<file path="src/rtl/scan_selftest.sv">
module scan_selftest #(
  parameter int NCH = 8,
  parameter int DEPTH = 16,
  parameter int LW = 16,
  parameter logic [LW-1:0] TAPS = 16'hB400,
  parameter int CW = 4,
  parameter int NPAT = 64,
  parameter logic [LW-1:0] LFSR_SEED = 16'hACE1,
  parameter logic [LW-1:0] MISR_SEED = 16'h1D0F,
  parameter bit FAULT_EN = 1'b0,
  parameter int FAULT_CH = 0,
  parameter int FAULT_POS = 0,
  parameter bit FAULT_VAL = 1'b0
) (
  input  logic          clk,
  input  logic          rst_n,
  input  logic          start,
  input  logic [LW-1:0] ref_sig,
  output logic          busy,
  output logic          done,
  output logic          pass
);
  localparam int SCW = $clog2(DEPTH);
  localparam int PCW = $clog2(NPAT + 1);

  typedef enum logic [1:0] {S_IDLE, S_SHIFT, S_CAP} st_t;

  st_t st;
  logic [LW-1:0] lfsr, misr, misr_nx;
  logic [NCH-1:0][DEPTH-1:0] chain, resp;
  logic [NCH-1:0] si, so;
  logic [CW-1:0] comp;
  logic [SCW-1:0] shcnt;
  logic [PCW-1:0] patcnt;

  wire lfb = ^(lfsr & TAPS);
  wire mfb = ^(misr & TAPS);

  for (genvar c = 0; c < NCH; c++) begin : g_ch
    assign si[c] = lfsr[c % LW] ^ lfsr[(3 * c + 7) % LW];
    assign so[c] = chain[c][DEPTH-1];
    for (genvar d = 0; d < DEPTH; d++) begin : g_cell
      if (FAULT_EN && c == FAULT_CH && d == FAULT_POS) begin : g_stuck
        assign resp[c][d] = FAULT_VAL;
      end else begin : g_ok
        assign resp[c][d] = chain[c][d] ^
          (chain[(c + 1) % NCH][d] & ~chain[(c + 3) % NCH][(d + 1) % DEPTH]);
      end
    end
  end

  always_comb begin
    comp = '0;
    for (int c = 0; c < NCH; c++) comp[c % CW] = comp[c % CW] ^ so[c];
  end

  assign misr_nx = {misr[LW-2:0], mfb} ^ {{(LW-CW){1'b0}}, comp};

  always_ff @(posedge clk) begin
    if (!rst_n) begin
      st     <= S_IDLE;
      done   <= 1'b0;
      lfsr   <= LFSR_SEED;
      misr   <= MISR_SEED;
      chain  <= '0;
      shcnt  <= '0;
      patcnt <= '0;
    end else begin
      case (st)
        S_IDLE: if (start) begin
          st     <= S_SHIFT;
          done   <= 1'b0;
          lfsr   <= LFSR_SEED;
          misr   <= MISR_SEED;
          chain  <= '0;
          shcnt  <= SCW'(DEPTH - 1);
          patcnt <= PCW'(NPAT);
        end
        S_SHIFT: begin
          lfsr <= {lfsr[LW-2:0], lfb};
          misr <= misr_nx;
          for (int c = 0; c < NCH; c++) chain[c] <= {chain[c][DEPTH-2:0], si[c]};
          if (shcnt == '0) begin
            if (patcnt == '0) begin
              st   <= S_IDLE;
              done <= 1'b1;
            end else begin
              st <= S_CAP;
            end
          end else begin
            shcnt <= shcnt - 1'b1;
          end
        end
        S_CAP: begin
          chain  <= resp;
          patcnt <= patcnt - 1'b1;
          shcnt  <= SCW'(DEPTH - 1);
          st     <= S_SHIFT;
        end
        default: st <= S_IDLE;
      endcase
    end
  end

  assign busy = (st != S_IDLE);
  assign pass = done && (misr == ref_sig);
endmodule


</file>
<file path="config.mk">
export PLATFORM = sky130hd
export DESIGN_NAME = scan_selftest
export DESIGN_NICKNAME = d
export VERILOG_FILES = /design/src/rtl/scan_selftest.sv
export SDC_FILE = /design/constraint.sdc
export NUM_CORES = 1
export LEC_CHECK = 0
export ABC_CLOCK_PERIOD_IN_PS = 1810
export CORE_AREA = 4 4 127 129
export DETAILED_ROUTE_END_ITERATION = 6
export DIE_AREA = 0 0 131 133
export PLACE_DENSITY = 0.78
export SLEW_MARGIN = 20
export SYNTH_ARGS = -nofsm -noshare
export SYNTH_HDL_FRONTEND = slang
export SYNTH_SLANG_ARGS = --single-unit
export TNS_END_PERCENT = 5
</file>
<file path="constraint.sdc">
create_clock -name clk -period 1.81 [get_ports clk]
set_input_delay 0.181 -clock clk [delete_from_list [all_inputs] [get_ports clk]]
set_output_delay 0.181 -clock clk [all_outputs]
set_load 0.005 [all_outputs]
</file>
# Word-level counts from Yosys, hierarchy flattened
# Cells that the tools add are included.
classes:
  addsub: 2
  eq_ne: 7
  mux: 19
  n_bitwise: 397
  reduce_logical: 16
op_table:
  columns: ["cell", "n"]
  rows:
  - ["$pmux W128 S3", 1]
  - ["$xor A1 B1 Y1", 140]
  - ["$and A1 B1 Y1", 128]
  - ["$mux W128", 1]
  - ["$not A1 Y1", 128]
  - ["$pmux W16 S2", 2]
  - ["$mux W16", 2]
  - ["$reduce_xor A16 Y1", 2]
  - ["$eq A16 B16 Y1", 1]
  - ["$xor A16 B4 Y16", 1]
  - ["$pmux W7 S2", 1]
  - ["$pmux W4 S3", 1]
  - ["$mux W4", 2]
  - ["$ne A2 B2 Y1 const B", 4]
  - ["$reduce_and A2 Y1", 4]
  - ["$logic_not A7 Y1", 1]
  - ["$mux W7", 1]
  - ["$sub A7 B1 Y7 const B", 1]
  - ["$mux W2", 3]
  - ["$pmux W2 S3", 1]
  - ["$reduce_bool A2 Y1", 3]
  - ["$logic_not A4 Y1", 1]
  - ["$reduce_and A4 Y1", 1]
  - ["$sub A4 B1 Y4 const B", 1]
  - ["8 further kinds", 10]
word_totals:
  reg_bits: 174
  in_bits: 19
  output_inout_bits: 3
  word_cells: 455

# Logic depth before layout (Yosys ltp)
logic_depth:
  ltp_word: 4
  mapped_depth: 9

# Worst setup path after synthesis
# OpenSTA, ideal clock, no wires.
synth_timing:
  path_kind: "register to register"
  from: "register st[0]"
  to: "register chain[0] (netlist name)"
  setup_time_ps: 119
  arrival_time_ps: 1499
  required_ps: 1691
  setup_slack_ps: 192
  path_stages_with_launch: 7
  period_less_slack_ps: 1618
  cell_sequence: "dfxtp_1 -> inv_1 -> ha_1 -> nor2b_1 -> o21ai_0 -> o21ai_0 -> o2bb2ai_1"
synth_via:
  elab_chain_cells: 3
  elab_cells_between_ends: 7
  classes_between: "eq/ne: 3; mux: 1; reduce/logical: 3"
synth_lines:
  columns: ["item", "line_no", "text"]
  rows:
  - ["from (decl)", "28", "st_t st;"]
  - ["from (signal assigned)", "61", "st <= S_IDLE;"]
  - ["from (signal assigned)", "71", "st <= S_SHIFT;"]
  - ["from (signal assigned)", "85", "st <= S_IDLE;"]
  - ["$eq A2 B1 Y1 (tied with other cells)", "69", "case (st)"]
  - ["$reduce_bool A3 Y1 (no source line) / $ne A2 B2 Y1 (equally long branches)", null, null]
  - ["$reduce_and A2 Y1 (no source line)", null, null]
  - ["to (signal assigned)", "95", "chain <= resp;"]
  - ["to (decl)", "30", "logic [NCH-1:0][DEPTH-1:0] chain, resp;"]
# Several ways; a longest one is shown, not always the timed one.
# A chain may end at the register's enable or synchronous reset.

# Worst setup path in the final report
layout_timing:
  from: "register misr[12]"
  to: "output pass"
layout_via:
  elab_chain_cells: 2
layout_lines:
  columns: ["item", "line_no", "text"]
  rows:
  - ["from (decl)", "29", "logic [LW-1:0] lfsr, misr, misr_nx;"]
  - ["from (signal assigned)", "81", "misr <= misr_nx;"]
  - ["$eq A16 B16 Y1", "106", "assign pass = done && (misr == ref_sig);"]
  - ["$logic_and A1 B1 Y1", "106", null]
  - ["to (decl)", "21", "output logic pass"]
# No other way between the ends.

==> out/results.txt <==
Cts bufs inserted - 17
Leakage power - 3.09 nW
Hold-fix buffers, CTS - 0
Number of synthesized register bits - 174
1st-pass router iterations - 5
Vias after detailed routing - 7,654
CTS sink count - 174
Reg-to-Reg End - patcnt[3]
Dpl cells - 1,253
Iteration-0 DRC Markers - 847
Mean post-synth cell area - 8.48 sq um
Design area - 10,300 sq um
Worst hold path depth - 2
H-tree lvl count - 4
Power Density - 1160 nW/um^2
Worst-case hold slack - 449 ps
Core Footprint - 15,000 sq um
I/O pins - 22
Worst VDD drop - 1030 uV
Fin nets - 1,109
Dpl ws - -347 ps
N_diodes - 0
Initial antenna violation count - 0
Vias per cell - 5.96
CTS clock-pin slew for the worst setup and hold paths - 60 ps
Worst Skew - 8.73 ps
Tot Pwr - 11.9 mW
Yosys top cell by area - dfxtp_1
Placed cell areas - 9670 sq um
Rel. slew slack - 65.5%
Crit Path Max Fanout - 2
Post-Layout Cell Count - 1,285
Slowest cell delay on critical path - 330 ps
Worst min path class - in -> reg
Total negative slack - -44.1 ps
Worst setup EP type - output pin
Synth warnings - 0
Top-count cell post-synth - dfxtp_1
Critical Path Source Type - register
Status - finished with violations
Clk_lat worst skew - 440 ps
Fraction of layout cells with a size suffix above 1 - 7.75%
DRC - 0
Async S/R FF share, synth - 0%
Die Wd - 131 microns
EDFF count, synth - 0
RSZ-0062 raised after global routing - true
Synth top cells by count - dfxtp_1, xnor2_1, nand2_1
CP required - 1630 ps
Effective utilization at floorplan - 60.5%
Netlist Area Pre-Place - 9090 sq um
Syn Inst Count - 1,072
Slowest cell on crit path - dfxtp_2
Worst-Margin Slew - 517 ps
Critical-path cell list - xor2_1, nor4_1, nand4_1, nor4_1, buf_2
P&R area growth vs syn - 13.5%
Post-Syn Nets - 1,097
# setup viols final - 1
TritonCTS clock tree - built
Fillers - 1,160
CTS Buffer Depth - 2
Fin util - 68.6%
First-pass GRT wire length - 35.1 mm
Wirelength per Cell - 16.1 microns
Worst Hold Path EP - shcnt[2]
Worst hold start - rst_n
Tmin final - 1850 ps
Failing checks - negative setup slack
Congestion Overflow GR - 0
Die height - 133 microns
Arr. time, crit path - 1670 ps
Largest net degree at the start of global routing - 112
Global placement routability congestion - 0.795
Synth top area share - 38.3%
Port-buffer cells - 21
Synth area leaders - dfxtp_1, xnor2_1, a22oi_1
Std cell rows - 45
Hpwl dp - 13.3 mm
Total GRT Usage - 24.3%
Final WL - 20.7 mm
WP buf/inv - 1
Worst reg2reg startpoint - st[1]
Root Buffer - clkbuf_16
Setup crit start - misr[12]
Ys flop type - dfxtp_1
Max Freq - 0.539 GHz
Final Cycle Share - 102%
CP delay by family, top - simple AND/OR/NAND/NOR gates
Routed Antenna Nets - 0
Max Cap Violations - 0
CP dominant cell by count - nor4_1
Unique masters post-synth - 45
Sequential share of the synthesized area - 38.3%
FF-to-FF path depth - 8
Final worst slack - -44.1 ps
Vias in the first global route - 7,054
Final slew viol count - 0
Critical path class - reg -> out
R2R Setup Slk - 170 ps
Die area - 17,400 sq um
Final hold vios - 0
-- cell usage in the layout (no fill, tap or decap), types with 3 or more instances in the layout --
master	count
ha_1	3
nand4_1	5
xor2_1	15
nor2_1	37
clkinv_2	4
bufinv_16	4
nor3_1	4
o211ai_1	4
clkdlybuf4s50_1	19
clkbuf_8	3
o21ai_0	33
a21oi_1	3
buf_12	13
nand2b_1	120
nor4_1	4
a32oi_1	9
nand2_1	141
a22oi_1	136
clkbuf_16	17
buf_4	26
inv_1	20
o2bb2ai_1	8
o21ai_1	99
clkinvlp_4	3
xnor2_1	145
dfxtp_1	172
o22ai_1	11
-- worst register-to-register path: stages, from the launching register on --
cell	delay, ps
dfxtp_1	340
inv_1	70
ha_2	200
buf_4	150
mux2i_2	140
buf_4	170
nor4_1	250
xnor2_1	160
nor2_1	50
-- state kept, by name (all words and copies together), names as in the netlist --
name and flops:
lfsr 16, shcnt 4, chain 128, done 1, patcnt 7, st 2
misr 16
-- layout make-up --
class	count	area (sq um)	share of cell area [%]
clock inverters	11	163	1.58
multi-input cells	810	5230	50.6
clock buffers	21	470	4.56
well taps	188	235	2.28
repair buffers	60	661	6.40
inverters	21	78.8	0.764
flip-flops and latches	174	3490	33.8
-- per-layer routing --
metal | GRT usage [%] | wire length [microns] | share of wire (%) | vias to the layer above
met4 | 7.60 | 344 | 1.7 | 0
li1 | - | - | - | 3729
met2 | 38.8 | 10100 | 49 | 212
met1 | 33.5 | 9380 | 45 | 3681
met3 | 4.08 | 891 | 4.3 | 32
met5 | 0 | 0 | 0 | -
-- where the power goes --
group	switching [mW]	internal [mW]	total [mW]
clock	1.54	2.41	3.95
sequential	0.273	4.10	4.37
combinational	2.20	1.40	3.59
-- what timing repair did --
action	4_1_cts	5_1_grt
setup endpoints to repair	10	37
resized for setup	6	7
buffers inserted	0	0
pin swaps	2	2
-- cell families after synthesis --
| family | count (synthesis) | share of synthesized area, % |
|---|---|---|
| XOR/XNOR | 161 | 15.7 |
| AND/OR/NAND/NOR | 324 | 17.4 |
| AO/OA/AOI/OAI | 316 | 22.5 |
| flip-flops | 174 | 38.3 |
| buffers and inverters | 88 | 4.90 |
| multiplexers | 3 | 0.371 |
| adder cells (fa/ha/maj) | 6 | 0.825 |
-- how the worst max path moves through the flow --
stage	endpoint	slack, ps	cells past startpoint
2_1_floorplan	chain[0]	190	6
3_3_place_gp	pass	-270	6
3_5_place_dp	pass	-350	6
4_1_cts	pass	-100	5
5_1_grt	pass	-120	5
6_report	pass	-40	5
Power figures use the tool's default switching activity.
